File: config.mk
export PLATFORM = sky130hd
export DESIGN_NAME = exc_ctrl_unit
export DESIGN_NICKNAME = d
export VERILOG_FILES = /design/src/rtl/exc_pkg.sv /design/src/rtl/exc_prio_sel.sv /design/src/rtl/exc_mode_stack.sv /design/src/rtl/exc_target_gen.sv /design/src/rtl/exc_ctrl_unit.sv
export SDC_FILE = /design/constraint.sdc
export NUM_CORES = 1
export LEC_CHECK = 0
export ABC_AREA = 0
export BUFFER_PORTS_ARGS = -buffer_cell sky130_fd_sc_hd__buf_2
export CORE_MARGIN = 3
export CORE_UTILIZATION = 25
export DETAILED_ROUTE_END_ITERATION = 10
export GPL_TIMING_DRIVEN = 0
export HOLD_SLACK_MARGIN = 0.02
export PLACE_DENSITY = 0.56
export SLEW_MARGIN = 20
export SYNTH_ARGS = -nofsm -noshare
export SYNTH_HDL_FRONTEND = slang
export SYNTH_HIERARCHICAL = 1
export SYNTH_SLANG_ARGS = --single-unit
File: constraint.sdc
create_clock -name clk -period 3.9 [get_ports clk]
set_input_delay 0 -clock clk [delete_from_list [all_inputs] [get_ports clk]]
set_output_delay 0 -clock clk [all_outputs]
set_load 0.02 [all_outputs]
File: src/rtl/exc_pkg.sv
package exc_pkg;

    typedef enum logic [1:0] {
        ST_IDLE   = 2'd0,
        ST_TAKE   = 2'd1,
        ST_SERVE  = 2'd2,
        ST_RESUME = 2'd3
    } exc_state_e;

    typedef struct packed {
        logic kernel;
        logic ie;
    } mode_bits_t;

    localparam mode_bits_t MODE_RESET = '{kernel: 1'b0, ie: 1'b1};

    localparam int CODE_UNDEF = 0;
    localparam int CODE_OVF   = 1;
    localparam int CODE_IRQ   = 2;
    localparam int NUM_CODES  = 3;

endpackage

File: src/rtl/exc_prio_sel.sv
module exc_prio_sel #(
    parameter int NUM_REQ = 3,
    parameter int CODE_W  = 2
) (
    input  logic [NUM_REQ-1:0] req_i,
    output logic               any_o,
    output logic [CODE_W-1:0]  code_o
);

    always_comb begin
        any_o  = |req_i;
        code_o = '0;
        // Walk from the highest index down so the lowest set index is kept.
        for (int i = NUM_REQ - 1; i >= 0; i--) begin
            if (req_i[i]) begin
                code_o = CODE_W'(i);
            end
        end
    end

endmodule

File: src/rtl/exc_mode_stack.sv
module exc_mode_stack
    import exc_pkg::*;
(
    input  logic       clk,
    input  logic       rst_n,
    input  logic       push_i,
    input  logic       pop_i,
    output mode_bits_t cur_o,
    output mode_bits_t prev_o
);

    mode_bits_t cur_q;
    mode_bits_t prev_q;

    always_ff @(posedge clk) begin
        if (!rst_n) begin
            cur_q  <= MODE_RESET;
            prev_q <= MODE_RESET;
        end else if (push_i) begin
            prev_q <= cur_q;
            cur_q  <= '{kernel: 1'b1, ie: 1'b0};
        end else if (pop_i) begin
            cur_q  <= prev_q;
            prev_q <= MODE_RESET;
        end
    end

    assign cur_o  = cur_q;
    assign prev_o = prev_q;

endmodule

File: src/rtl/exc_target_gen.sv
module exc_target_gen #(
    parameter int              PC_W         = 32,
    parameter int              NUM_SLOT     = 3,
    parameter int              CODE_W       = 2,
    parameter logic [PC_W-1:0] HANDLER_BASE = 32'h0000_0C00,
    parameter logic [PC_W-1:0] VEC_BASE     = 32'h0000_0080,
    parameter int              VEC_SHIFT    = 7
) (
    input  logic              vec_mode_i,
    input  logic              use_epc_i,
    input  logic [CODE_W-1:0] code_i,
    input  logic [PC_W-1:0]   epc_i,
    output logic [PC_W-1:0]   target_o
);

    logic [PC_W-1:0] slot_addr [NUM_SLOT];
    logic [PC_W-1:0] vec_addr;

    for (genvar g = 0; g < NUM_SLOT; g++) begin : g_slot
        assign slot_addr[g] = VEC_BASE + (PC_W'(g) << VEC_SHIFT);
    end

    always_comb begin
        vec_addr = HANDLER_BASE;
        for (int i = 0; i < NUM_SLOT; i++) begin
            if (code_i == CODE_W'(i)) begin
                vec_addr = slot_addr[i];
            end
        end
    end

    always_comb begin
        if (use_epc_i) begin
            target_o = epc_i;
        end else if (vec_mode_i) begin
            target_o = vec_addr;
        end else begin
            target_o = HANDLER_BASE;
        end
    end

endmodule

File: src/rtl/exc_ctrl_unit.sv
module exc_ctrl_unit
    import exc_pkg::*;
#(
    parameter int              PC_W         = 32,
    parameter logic [PC_W-1:0] HANDLER_BASE = 32'h0000_0C00,
    parameter logic [PC_W-1:0] VEC_BASE     = 32'h0000_0080,
    parameter int              VEC_SHIFT    = 7
) (
    input  logic            clk,
    input  logic            rst_n,
    input  logic            trap_undef_i,
    input  logic            trap_ovf_i,
    input  logic            irq_i,
    input  logic            eret_i,
    input  logic            vec_mode_i,
    input  logic [PC_W-1:0] pc_i,
    output logic            redirect_o,
    output logic [PC_W-1:0] redirect_pc_o,
    output logic            kernel_o,
    output logic            int_en_o,
    output logic [1:0]      cause_o,
    output logic [PC_W-1:0] epc_o
);

    localparam int NUM_REQ = NUM_CODES;
    localparam int CODE_W  = $clog2(NUM_REQ);

    exc_state_e        state_q;
    exc_state_e        state_d;
    logic              take;
    logic              ret;
    logic              any_req;
    logic [CODE_W-1:0] win_code;
    logic [NUM_REQ-1:0] req_vec;
    logic [CODE_W-1:0] cause_q;
    logic [PC_W-1:0]   epc_q;
    logic              use_epc;
    mode_bits_t        cur_mode;
    mode_bits_t        prev_mode;

    // Interrupts are gated by the live enable bit; traps are never gated.
    always_comb begin
        req_vec             = '0;
        req_vec[CODE_UNDEF] = trap_undef_i;
        req_vec[CODE_OVF]   = trap_ovf_i;
        req_vec[CODE_IRQ]   = irq_i & cur_mode.ie;
    end

    exc_prio_sel #(
        .NUM_REQ (NUM_REQ),
        .CODE_W  (CODE_W)
    ) u_prio (
        .req_i  (req_vec),
        .any_o  (any_req),
        .code_o (win_code)
    );

    exc_mode_stack u_stack (
        .clk    (clk),
        .rst_n  (rst_n),
        .push_i (take),
        .pop_i  (ret),
        .cur_o  (cur_mode),
        .prev_o (prev_mode)
    );

    // State register.
    always_ff @(posedge clk) begin
        if (!rst_n) begin
            state_q <= ST_IDLE;
        end else begin
            state_q <= state_d;
        end
    end

    // Next state and the entry/return strobes.
    always_comb begin
        state_d = state_q;
        take    = 1'b0;
        ret     = 1'b0;
        unique case (state_q)
            ST_IDLE: begin
                if (any_req) begin
                    take    = 1'b1;
                    state_d = ST_TAKE;
                end
            end
            ST_TAKE: begin
                state_d = ST_SERVE;
            end
            ST_SERVE: begin
                if (any_req) begin
                    take    = 1'b1;
                    state_d = ST_TAKE;
                end else if (eret_i) begin
                    ret     = 1'b1;
                    state_d = ST_RESUME;
                end
            end
            ST_RESUME: begin
                state_d = cur_mode.kernel ? ST_SERVE : ST_IDLE;
            end
            default: begin
                state_d = ST_IDLE;
            end
        endcase
    end

    // Cause and saved PC.
    always_ff @(posedge clk) begin
        if (!rst_n) begin
            cause_q <= '0;
            epc_q   <= '0;
        end else if (take) begin
            cause_q <= win_code;
            epc_q   <= pc_i;
        end
    end

    // Outputs.
    always_comb begin
        redirect_o = 1'b0;
        use_epc    = 1'b0;
        unique case (state_q)
            ST_TAKE: begin
                redirect_o = 1'b1;
            end
            ST_RESUME: begin
                redirect_o = 1'b1;
                use_epc    = 1'b1;
            end
            default: begin
                redirect_o = 1'b0;
            end
        endcase
    end

    exc_target_gen #(
        .PC_W         (PC_W),
        .NUM_SLOT     (NUM_REQ),
        .CODE_W       (CODE_W),
        .HANDLER_BASE (HANDLER_BASE),
        .VEC_BASE     (VEC_BASE),
        .VEC_SHIFT    (VEC_SHIFT)
    ) u_target (
        .vec_mode_i (vec_mode_i),
        .use_epc_i  (use_epc),
        .code_i     (cause_q),
        .epc_i      (epc_q),
        .target_o   (redirect_pc_o)
    );

    assign kernel_o = cur_mode.kernel;
    assign int_en_o = cur_mode.ie;
    assign cause_o  = 2'(cause_q);
    assign epc_o    = epc_q;

    // The previous-mode copy is kept only for the return path.
    logic unused_prev;
    assign unused_prev = ^prev_mode;

endmodule

* Word-level counts from Yosys, hierarchy flattened *
Index checks and enable logic that the tools add are counted.

cells by class
  bitwise gates (word level) = 1
  eq/ne operators = 7
  reductions and logical operators = 7
  multiplexer cells = 24

operators with widths
  kind                number
  $mux 12             4
  $mux 32             1
  $mux 2              11
  $pmux 2 s4          1
  $mux 1              7
  $eq 2x2->1 const B  3
  $eq 2x1->1 const B  2
  $logic_not 2->1     2
  $reduce_or 2->1     2
  $ne 3x3->1 const B  1
  $reduce_or 3->1     1
  $ne 2x2->1 const B  1
  $reduce_and 2->1    1
  $reduce_bool 2->1   1
  $and 1x1->1         1

word-level totals
  bits in registers = 40
  logic and storage cells = 46

* Depth between registers and ports, before layout *
Gate-level depths: netlist (run 1).

  depth in word-level cells = 6
  depth in mapped cells = 7

* Cells and area by module *
The synthesis (run 1) kept the hierarchy.

modules (own cells, without submodules)
  module          times used  cells each  area each (sq um)  sequential area each (sq um)
  exc_ctrl_unit   1           160         1501.4             720.7
  exc_target_gen  1           43          265.3              0.0
  exc_mode_stack  1           14          150.1              80.1
  exc_prio_sel    1           3           20.0               0.0

* Worst setup path after synthesis (run 1) *
OpenSTA, ideal clock, no wires.

  kind = register to register
  start point = register u_stack.cur_q (netlist bit u_stack/cur_o[0])
  end point = register u_stack.prev_q (netlist bit u_stack/prev_o[1])
  buffers on the path = 2
  arrival time = 1.802 ns
  slack = 2.028 ns
  required time = 3.830 ns
  cell stages (with the launch flop) = 8
  library setup time = 0.070 ns
  cells stage by stage = dfxtp_1 > and2_1 > or3_1 > nor2b_2 > buf_6 > buf_12 > or3b_1 > a21boi_1

between the ends
  word-level cells in the longest chain between the ends = 5
  elaborated cells on any way between the ends = 8

RTL lines
  item                                                line                                      source
  start: declaration                                  exc_mode_stack.sv:12                      mode_bits_t cur_q;
  start signal: assignment                            exc_mode_stack.sv:21                      cur_q <= '{kernel: 1'b1, ie: 1'b0};
  start signal: assignment                            exc_mode_stack.sv:23                      cur_q <= prev_q;
  $and 1x1->1 *                                       exc_ctrl_unit.sv:46                       req_vec[CODE_IRQ] = irq_i & cur_mode.ie;
  named net req_vec[2]                                exc_ctrl_unit.sv:34                       logic [NUM_REQ-1:0] req_vec;
  $reduce_or 3->1 *                                   exc_prio_sel.sv:11                        any_o = |req_i;
  named net any_req                                   exc_ctrl_unit.sv:32                       logic any_req;
  $mux 1 *                                            exc_ctrl_unit.sv:83, exc_ctrl_unit.sv:92
  $mux 1 *                                            n/a
  named net take                                      exc_ctrl_unit.sv:30                       logic take;
  $mux 2 / $reduce_bool 2->1 (equally long branches)  n/a
  end signal: assignment                              exc_mode_stack.sv:20                      prev_q <= cur_q;
  end: declaration                                    exc_mode_stack.sv:13                      mode_bits_t prev_q;

The timed path passes the listed nets; every way through them passes the cells marked *.
A chain may end at the register's enable or synchronous reset.

* Final worst setup path (run 1) *
Same ends and word-level chain as after synthesis.

==> results of run 1 <==
[cell type report]
type | instances | area share [%]
inverters | 3 | 0.372
plain buffers | 16 | 4.13
clock buffers | 8 | 2.98
multi-input cells | 161 | 33.0
well taps | 99 | 4.09
flip-flops and latches | 40 | 26.5
repair buffers | 141 | 28.9
[layer usage]
| metal | global-route usage, % | up-vias |
|---|---|---|
| met5 | 0 | - |
| met4 | 2.89 | 0 |
| met3 | 2.88 | 2 |
| met2 | 21.8 | 68 |
| met1 | 16.7 | 867 |
| li1 | - | 1003 |
[state kept, by name, indices dropped and copies added (netlist names)]
| name | cells |
|---|---|
| u_stack/cur_o | 2 |
| state_q | 2 |
| epc_o | 32 |
| cause_o | 2 |
| u_stack/prev_o | 2 |
[where the power goes]
part	switching [mW]	internal [mW]	total [mW]
logic	0.133	0.119	0.252
clock network	0.137	0.144	0.282
registers	0.0252	0.444	0.469
[placed cells by master, fill, tap and decap left out, drive strengths merged, types with 4 or more instances in the layout]
master	n
dlygate4sd3	34
buf	115
o21ai	4
nand2	71
and2	30
dfxtp	40
mux2i	35
clkbuf	16
[cell families (layout without fill, tap and decap cells)]
family	count (synthesis)	count (layout)	share of synthesized area, %
AND/OR/NAND/NOR	114	114	29.3
flip-flops	40	40	41.3
multiplexers	36	36	18.7
buffers and inverters	19	168	7.04
AO/OA/AOI/OAI	10	10	3.04
adder cells (fa/ha/maj)	1	1	0.646
[per-stage QoR]
| stage | hold slack, ns | power, mW | instance area (sq um) |
|---|---|---|---|
| after global routing | 0.0266 | 1.06 | 3030 |
| after detailed placement | 0.226 | 0.708 | 2600 |
| after global placement | 0.223 | 0.705 | 2600 |
| after floorplan | 0.0762 | 0.625 | 1940 |
| final | 0.0238 | 1.00 | 3030 |
| after CTS | 0.0217 | 1.02 | 3030 |
[worst max-delay path by stage]
stage | startpoint | to | slack (ns) | cells after the start
floorplan | u_stack/cur_o[0] | u_stack/prev_o[1] | 2.03 | 7
global placement | u_stack/cur_o[0] | u_stack/prev_o[1] | 2.01 | 7
detailed placement | u_stack/cur_o[0] | u_stack/prev_o[1] | 1.99 | 7
CTS | u_stack/cur_o[0] | u_stack/prev_o[1] | 1.96 | 7
global route | u_stack/cur_o[0] | u_stack/prev_o[1] | 1.88 | 7
finish | u_stack/cur_o[0] | u_stack/prev_o[1] | 1.98 | 7
[worst max-delay path, delay by kind of cell, from the launching register on]
kind	cells	cell delay [ns]
DFF	1	0.35
buffers and inverters	2	0.32
and+or+nand+nor	4	1.06
AOI/OAI and AO/OA	1	0.14
==> impl_metrics.sql, run 1 <==
INSERT INTO impl_metrics (metric_group, metric, value, unit) VALUES
('layout', 'nets_finish', '408', ''),
('setup_path', 'worstSetupPathType', 'reg2reg', ''),
('yosys', 'yosys.cell_types.count', '26', ''),
('clocking', 'cts_post_setup_buffers_inserted', '0', ''),
('setup_path', 'worst_ep_required_time', '4.12', 'ns'),
('layout', 'area.sequential', '801', 'sq um'),
('timing', 'grt_setup_unrepaired', 'no', ''),
('layout', 'synth_to_final_area_change', '56.3', '%'),
('global_routing', 'overflow', '0', ''),
('setup_path', 'r2r-end', 'u_stack/prev_o[1]', ''),
('yosys', 'synth_common_cells', 'sky130_fd_sc_hd__nand2_1 (71), sky130_fd_sc_hd__dfxtp_1 (40), sky130_fd_sc_hd__mux2i_1 (35)', ''),
('timing', 'setup_tns', '0', 'ns'),
('floorplan', 'floorplan.die.height', '94.0', 'um'),
('clocking', 'htree_levels', '2', ''),
('yosys', 'netlist_area', '1940', 'sq um'),
('yosys', 'most_frequent_cell_after_synthesis', 'sky130_fd_sc_hd__nand2_1', ''),
('detailed_routing', 'detailroute.wirelength.met3', '346', 'um'),
('setup_path', 'timing.critical_path.slowest_stage_cell', 'sky130_fd_sc_hd__or3b_1', ''),
('setup_path', 'timing.rr.start', 'u_stack/cur_o[0]', ''),
('hold_path', 'hold_path.class', 'in2reg', ''),
('clocking', 'clock_sinks', '40', ''),
('place', 'routabilityCongestion', '0.678', ''),
('global_routing', 'first_global_vias', '1862', ''),
('timing', 'finalSetupViolCount', '0', ''),
('yosys', 'synth_top_cells_by_area', 'sky130_fd_sc_hd__dfxtp_1 (41%), sky130_fd_sc_hd__mux2i_1 (18%), sky130_fd_sc_hd__nand2_1 (14%), sky130_fd_sc_hd__and2_1 (6.8%), sky130_fd_sc_hd__and2_2 (3.5%)', ''),
('pwr', 'leakage_dissipation', '1.59', 'nW'),
('clocking', 'cts.root.buffer_cell', 'sky130_fd_sc_hd__clkbuf_8', ''),
('yosys', 'synth.yosys.seq_area_share', '41.3', '%'),
('floorplan', 'starting_density_of_the_core', '26.3', '%'),
('detailed_routing', 'routed_wl', '5650', 'um'),
('setup_path', 'critical_path.endpoint_type', 'flop', ''),
('place', 'dp_slack', '1.99', 'ns'),
('place', 'port_buffers', '107', ''),
('floorplan', 'boundaryPins', '108', ''),
('setup_path', 'regToRegSetupSlack', '1.98', 'ns'),
('layout', 'layoutNonFillerInstCount', '468', ''),
('floorplan', 'design.die.area', '8840', 'sq um'),
('timing', 'min_period_over_period', '49.3', '%'),
('status', 'outcome', 'finished, final reports clean', ''),
('pwr', 'power_density', '331', 'nW/um^2'),
('hold_path', 'worst_hold_path.endpoint', 'cause_o[1]', ''),
('timing', 'timing.final.crit_period', '1.92', 'ns'),
('timing', 'finalClockSkew', '0.00331', 'ns'),
('timing', 'timing.final.ws_setup', '1.98', 'ns'),
('setup_path', 'slowest_delay', '0.37', 'ns'),
('floorplan', 'die_w', '94.0', 'um'),
('layout', 'drive_gt1_share', '37.4', '%'),
('setup_path', 'r2r_cells', '7', ''),
('detailed_routing', 'dr_wl_met2', '2620', 'um'),
('detailed_routing', 'drt-met1-wl', '2660', 'um'),
('yosys', 'postSynthNetCount', '260', ''),
('setup_path', 'startpoint_type', 'flop', ''),
('yosys', 'synth-main-ff-cell', 'sky130_fd_sc_hd__dfxtp_1', ''),
('yosys', 'yosys_warnings', '6', ''),
('floorplan', 'row_count', '31', ''),
('place', 'post-dp-hpwl', '3970', 'um'),
('setup_path', 'arrival_time_of_the_worst_setup_path', '2.14', 'ns'),
('global_routing', 'groute.usage.overall', '12.9', '%'),
('detailed_routing', 'drt_antenna_net_count', '0', ''),
('yosys', 'synth.largest_area_cell', 'sky130_fd_sc_hd__dfxtp_1', ''),
('layout', 'finalCoreUtilization', '41.1', '%'),
('pwr', 'vdd_drop_max', '0.169', 'mV'),
('hold_path', 'hold_depth', '4', ''),
('detailed_routing', 'highest-signal-layer', 'met4', ''),
('clocking', 'clk_latency', '0.28', 'ns'),
('detailed_routing', 'route.detailed.vias_per_inst', '4.15', ''),
('global_routing', 'grt_pass1_wl', '8990', 'um'),
('timing', 'clock.fmax', '0.520', 'GHz'),
('layout', 'fill_cells', '741', ''),
('clocking', 'cts_max_path_buffers', '2', ''),
('hold_path', 'min-delay-start', 'trap_undef_i', '');
No activity file was read; power rests on OpenSTA's default activity.
==> inputs of run 2 (changes only) <==
==> constraint.sdc (replaced) <==
create_clock -name clk -period 1.9 [get_ports clk]
set_input_delay 0 -clock clk [delete_from_list [all_inputs] [get_ports clk]]
set_output_delay 0 -clock clk [all_outputs]
set_load 0.02 [all_outputs]
==> run 2 against run 1 <==
Worst setup slack lost 1.9 ns; maximum frequency grew 6.9%; final area shrank 0.33%; non-clock buffer count shrank 2; clock skew is essentially flat; routed wire length shrank 0.41%; die area is the same; final cell count shrank 0.43%; global-route usage is essentially flat.
==> impl_metrics.sql, run 2 (same netlist as run 1, synthesis figures left out) <==
INSERT INTO impl_metrics (metric_group, metric, value, unit) VALUES
('layout', 'final_cell_mix', 'sky130_fd_sc_hd__buf_2 (111), sky130_fd_sc_hd__nand2_1 (71), sky130_fd_sc_hd__dfxtp_1 (39)', ''),
('timing', 'hold_viol_final', '0', ''),
('global_routing', 'groute.usage.overall', '12.9', '%'),
('detailed_routing', 'per_cell_routed_wire_length', '12.1', 'um'),
('timing', 'finalSetupViolCount', '0', ''),
('floorplan', 'design.die.area', '8840', 'sq um'),
('pwr', 'vdd_drop_max', '0.347', 'mV'),
('layout', 'synth_to_final_area_change', '55.7', '%'),
('floorplan', 'boundaryPins', '108', ''),
('timing', 'grt_setup_unrepaired', 'no', ''),
('layout', 'postLayoutCellArea', '3020', 'sq um'),
('place', 'port_buffers', '107', ''),
('clocking', 'cts_made_buffers', '5', ''),
('timing', 'min_period_over_period', '94.7', '%'),
('timing', 'worstMarginPinSlew', '0.485', 'ns'),
('clocking', 'clock_tree_from_tritoncts', 'yes', ''),
('pwr', 'power_density', '680', 'nW/um^2'),
('detailed_routing', 'dr.first_iter.drc_count', '53', ''),
('layout', 'most_common_library_cell_in_the_layout_ignoring_fill_and_taps', 'sky130_fd_sc_hd__buf_2', ''),
('setup_path', 'worst_ep_required_time', '2.08', 'ns'),
('place', 'post-dp-hpwl', '3970', 'um'),
('global_routing', 'first_global_vias', '1860', ''),
('setup_path', 'startpoint_type', 'flop', ''),
('place', 'placedCellCount', '426', ''),
('setup_path', 'critical_path.endpoint_type', 'flop', ''),
('timing', 'maxSlewViolCount', '0', ''),
('floorplan', 'floorplan.die.height', '94.0', 'um'),
('clocking', 'cts_post_setup_buffers_inserted', '0', ''),
('layout', 'num_antenna_cells', '0', ''),
('layout', 'fill_cells', '742', ''),
('setup_path', 'worst-path-max-fanout', '4', ''),
('clocking', 'cts_max_path_buffers', '2', ''),
('detailed_routing', 'routed-via-count', '1938', ''),
('setup_path', 'worstSetupPathType', 'reg2reg', ''),
('clocking', 'cts.root.buffer_cell', 'sky130_fd_sc_hd__clkbuf_8', ''),
('timing', 'worst_slew_slack_as_a_fraction_of_its_limit', '67.7', '%'),
('clocking', 'clock_transition_at_the_registers_of_the_reported_paths', '0.07', 'ns'),
('place', 'placed_cell_area', '2600', 'sq um'),
('place', 'routabilityCongestion', '0.678', ''),
('clocking', 'clk_latency', '0.28', 'ns'),
('timing', 'finalHoldWorstSlack', '0.0288', 'ns'),
('layout', 'nets_finish', '406', ''),
('detailed_routing', 'drc', '0', ''),
('pwr', 'leakage_dissipation', '1.59', 'nW'),
('detailed_routing', 'routed_wl', '5620', 'um'),
('setup_path', 'arrival_time_of_the_worst_setup_path', '1.98', 'ns'),
('floorplan', 'core_region_area', '7370', 'sq um'),
('run', 'cap_viol_max_count', '0', ''),
('global_routing', 'grt_pass1_wl', '8990', 'um'),
('floorplan', 'die_w', '94.0', 'um'),
('layout', 'layoutNonFillerInstCount', '466', ''),
('detailed_routing', 'drt_antenna_net_count', '0', ''),
('status', 'outcome', 'finished, final reports clean', ''),
('timing', 'setup_tns', '0', 'ns'),
('global_routing', 'overflow', '0', ''),
('floorplan', 'starting_density_of_the_core', '26.3', '%'),
('layout', 'largest_register_ffs', '32', ''),
('pwr', 'fin_total_pwr', '2.05', 'mW'),
('detailed_routing', 'drt_pass1_iterations', '4', ''),
('detailed_routing', 'route.detailed.vias_per_inst', '4.16', ''),
('layout', 'drive_gt1_share', '37.9', '%'),
('clocking', 'htree_levels', '2', ''),
('global_routing', 'antenna_found_initial', '0', ''),
('timing', 'timing.final.crit_period', '1.80', 'ns'),
('timing', 'finalClockSkew', '0.00340', 'ns'),
('hold_path', 'hold_path.class', 'in2reg', ''),
('floorplan', 'row_count', '31', ''),
('global_routing', 'grt_max_degree', '16', ''),
('clocking', 'clock_sinks', '40', ''),
('timing', 'clock.fmax', '0.556', 'GHz');
==> run 2: cell count changes in the layout (fill, tap and decap cells not counted), sizes merged <==
cell,change
dlygate4sd3,-1
buf,-1
==> run 2: path summary, 6_finish.rpt <==
kind	from	depth (start not counted)	to	slack, ns
worst max-delay path	u_stack/cur_o[0]	5	u_stack/cur_o[1]	0.1
worst min-delay path	trap_ovf_i	4	cause_o[1]	0.03
worst max register to register	u_stack/cur_o[0]	5	u_stack/cur_o[1]	0.1
worst min register to register	epc_o[17]	2	epc_o[17]	0.47
==> run 2: what timing repair did <==
action	in CTS	in global routing
resized for setup	2	1
setup endpoints to repair	1	1
endpoints found under the hold margin	36	0
hold buffers	33	0
==> run 2: critical path: stages (launching register included) <==
cell                       delay, ns
sky130_fd_sc_hd__dfxtp_2        0.34
sky130_fd_sc_hd__and2_1         0.14
sky130_fd_sc_hd__or3_4          0.34
sky130_fd_sc_hd__and4bb_2       0.36
sky130_fd_sc_hd__mux2_2         0.35
sky130_fd_sc_hd__o21a_1         0.16
==> run 2: report_power, final <==
part           internal [mW]  switching (mW)
registers              0.911          0.0525
logic                  0.242           0.272
clock network          0.296           0.279
total                   1.45           0.604
==> run 2: metrics by stage <==
| stage | setup slack, ns | util [%] |
|---|---|---|
| floorplan | 0.0281 | - |
| global placement | 0.00552 | 35.2 |
| detailed placement | -0.00904 | 35.2 |
| CTS | 0.00603 | 41.0 |
| global route | 0.0228 | 40.9 |
| finish | 0.100 | 40.9 |
==> run 2: layer usage <==
metal,part of all wire (%),vias to the layer above,global-route usage (%)
met4,0.34,0,2.89
met5,0,-,0
met3,6.2,2,2.88
met2,46,70,21.5
li1,-,997,-
met1,48,869,16.9
==> run 2: layout make-up <==
type                       count  area (sq um)  area share (%)
multi-input combinational    161          1010            33.5
timing repair buffer         140           866            28.7
sequential                    40           802            26.6
tap                           99           124            4.11
buffer                        15           114            3.77
clock buffer                   8          90.1            2.99
inverter                       3          11.3           0.373
==> inputs of run 3 (changes only) <==
--- a/config.mk
+++ b/config.mk
@@ -7,6 +7,7 @@
 export LEC_CHECK = 0
 export ABC_AREA = 0
 export BUFFER_PORTS_ARGS = -buffer_cell sky130_fd_sc_hd__buf_2
+export CORE_ASPECT_RATIO = 0.8
 export CORE_MARGIN = 3
 export CORE_UTILIZATION = 25
 export DETAILED_ROUTE_END_ITERATION = 10
==> run 3 against run 2 <==
Clock power is 6.6% higher; sequential share of layout area shrank 0.37 points; power increased by 2.6%; final cell count grew 1.9%; critical endpoint is now u_stack/prev_o[1]; largest cell class is now non-clock buffers; largest power group unchanged; highest routed layer unchanged.
==> impl_metrics.sql, run 3 (same netlist as run 1, synthesis figures left out) <==
INSERT INTO impl_metrics (metric_group, metric, value, unit) VALUES
('status', 'outcome', 'finished, final reports clean', ''),
('clocking', 'clock_transition_at_the_registers_of_the_reported_paths', '0.08', 'ns'),
('detailed_routing', 'dr.first_iter.drc_count', '40', ''),
('global_routing', 'grt_max_degree', '16', ''),
('setup_path', 'regToRegSetupSlack', '0.07', 'ns'),
('floorplan', 'die_w', '104', 'um'),
('detailed_routing', 'drc', '0', ''),
('place', 'post-dp-hpwl', '4080', 'um'),
('place', 'routabilityCongestion', '0.673', ''),
('setup_path', 'timing.rr.start', 'u_stack/cur_o[0]', ''),
('timing', 'worstMarginPinSlew', '0.503', 'ns'),
('setup_path', 'slowest_delay', '0.38', 'ns'),
('floorplan', 'starting_density_of_the_core', '26.0', '%'),
('timing', 'min_period_over_period', '96.4', '%'),
('floorplan', 'boundaryPins', '108', ''),
('layout', 'synth_to_final_area_change', '57.9', '%'),
('pwr', 'power_density', '688', 'nW/um^2'),
('floorplan', 'floorplan.die.height', '84.7', 'um'),
('setup_path', 'timing.critical_path.slowest_stage_cell', 'sky130_fd_sc_hd__or3b_1', ''),
('clocking', 'clock_sinks', '40', ''),
('layout', 'largest_register_ffs', '32', ''),
('timing', 'maxSlewViolCount', '0', ''),
('detailed_routing', 'drt_antenna_net_count', '0', ''),
('layout', 'nets_finish', '410', ''),
('global_routing', 'overflow', '0', ''),
('pwr', 'leakage_dissipation', '1.61', 'nW'),
('place', 'placed_cell_area', '2600', 'sq um'),
('layout', 'drive_gt1_share', '38.9', '%'),
('timing', 'grt_setup_unrepaired', 'no', ''),
('clocking', 'clk_latency', '0.28', 'ns'),
('layout', 'most_common_library_cell_in_the_layout_ignoring_fill_and_taps', 'sky130_fd_sc_hd__buf_2', ''),
('detailed_routing', 'routed-via-count', '1964', ''),
('hold_path', 'hold_path.class', 'in2reg', ''),
('layout', 'postLayoutCellArea', '3060', 'sq um'),
('layout', 'num_antenna_cells', '0', ''),
('floorplan', 'row_count', '28', ''),
('setup_path', 'arrival_time_of_the_worst_setup_path', '2.05', 'ns'),
('detailed_routing', 'routed_wl', '5830', 'um'),
('timing', 'worst_slew_slack_as_a_fraction_of_its_limit', '66.5', '%'),
('setup_path', 'critical_path.endpoint_type', 'flop', ''),
('place', 'port_buffers', '107', ''),
('timing', 'hold_viol_final', '0', ''),
('setup_path', 'worstSetupPathType', 'reg2reg', ''),
('clocking', 'cts_made_buffers', '5', ''),
('detailed_routing', 'route.detailed.vias_per_inst', '4.13', ''),
('place', 'dp_slack', '-0.00205', 'ns'),
('layout', 'final_cell_mix', 'sky130_fd_sc_hd__buf_2 (111), sky130_fd_sc_hd__nand2_1 (71), sky130_fd_sc_hd__dfxtp_1 (39)', ''),
('detailed_routing', 'per_cell_routed_wire_length', '12.3', 'um'),
('detailed_routing', 'drt_pass1_iterations', '4', ''),
('run', 'cap_viol_max_count', '0', ''),
('setup_path', 'worst-path-max-fanout', '15', ''),
('timing', 'finalHoldWorstSlack', '0.0273', 'ns'),
('timing', 'clock.fmax', '0.546', 'GHz'),
('global_routing', 'grt_pass1_wl', '9440', 'um'),
('layout', 'fill_cells', '796', ''),
('clocking', 'cts_max_path_buffers', '2', ''),
('hold_path', 'hold_depth', '4', ''),
('global_routing', 'groute.usage.overall', '13.0', '%'),
('setup_path', 'startpoint_type', 'flop', ''),
('timing', 'finalClockSkew', '0.00468', 'ns'),
('clocking', 'clock_tree_from_tritoncts', 'yes', ''),
('timing', 'timing.final.ws_setup', '0.0677', 'ns'),
('timing', 'finalSetupViolCount', '0', ''),
('clocking', 'cts.root.buffer_cell', 'sky130_fd_sc_hd__clkbuf_8', ''),
('setup_path', 'cp_cell_sequence', 'and2_1 -> or3_4 -> nor2b_2 -> buf_6 -> buf_12 -> or3b_1 -> a21boi_1', ''),
('pwr', 'vdd_drop_max', '0.261', 'mV'),
('hold_path', 'min-delay-start', 'trap_ovf_i', ''),
('hold_path', 'worst_hold_path.endpoint', 'cause_o[1]', ''),
('timing', 'timing.final.crit_period', '1.83', 'ns'),
('floorplan', 'core_region_area', '7460', 'sq um'),
('pwr', 'fin_total_pwr', '2.11', 'mW'),
('floorplan', 'design.die.area', '8850', 'sq um'),
('global_routing', 'first_global_vias', '1945', ''),
('global_routing', 'antenna_found_initial', '0', ''),
('setup_path', 'worst_ep_required_time', '2.12', 'ns'),
('setup_path', 'r2r_cells', '7', ''),
('setup_path', 'r2r-end', 'u_stack/prev_o[1]', ''),
('clocking', 'htree_levels', '2', '');
[run 3: how the worst max path moves through the flow]
stage	slack [ns]	end	cells after the start	start
finish	0.07	u_stack/prev_o[1]	7	u_stack/cur_o[0]
global route	0.008	u_stack/prev_o[1]	7	u_stack/cur_o[0]
CTS	0.004	u_stack/prev_o[1]	7	u_stack/cur_o[0]
detailed placement	-0.002	u_stack/prev_o[1]	7	u_stack/cur_o[0]
global placement	0.02	u_stack/prev_o[1]	7	u_stack/cur_o[0]
floorplan	0.03	u_stack/prev_o[1]	7	u_stack/cur_o[0]
[run 3: critical path, delay by kind of cell, from the launching register on]
family	cells	cell delay, ns
DFF	1	0.34
AOI/OAI and AO/OA	1	0.14
buffers and inverters	2	0.27
and+or+nand+nor	4	1.03
[run 3: per-stage QoR]
step	setup TNS, ns	instances	utilization, %
after detailed placement	-0.00205	432	34.9
after global routing	0	475	41.0
after CTS	0	472	40.7
after global placement	0	432	34.9
after floorplan	0	220	-
final	0	475	41.0
[run 3: area by class of cell]
class / count / area (sq um) / share of cell area (%)
Multi-Input combinational cell: 161 / 1000 / 32.8
Clock buffer: 7 / 96.3 / 3.15
Tap cell: 105 / 131 / 4.29
Sequential cell: 40 / 802 / 26.2
Inverter: 3 / 11.3 / 0.368
Buffer: 16 / 125 / 4.09
Timing Repair Buffer: 143 / 888 / 29.0
[run 3: layer usage]
| metal | vias to the layer above | share of wire, % | global-route usage [%] |
|---|---|---|---|
| met4 | 0 | 0.33 | 2.54 |
| met2 | 60 | 47 | 22.2 |
| met3 | 2 | 6.2 | 3.77 |
| met5 | - | 0 | 0 |
| met1 | 896 | 46 | 16.5 |
| li1 | 1006 | - | - |
[run 3: where the power goes]
group / switching (mW) / leakage, nW / internal [mW]
combinational: 0.277 / 1.23 / 0.254
clock: 0.290 / 0.0503 / 0.324
sequential: 0.0508 / 0.331 / 0.911
[run 3: what timing repair did]
item / 4_1_cts / 5_1_grt
hold endpoints to repair: 36 / 0
hold buffers: 33 / 0
setup endpoints to repair: 1 / 1
setup buffers: 0 / 3
resized for setup: 2 / 0
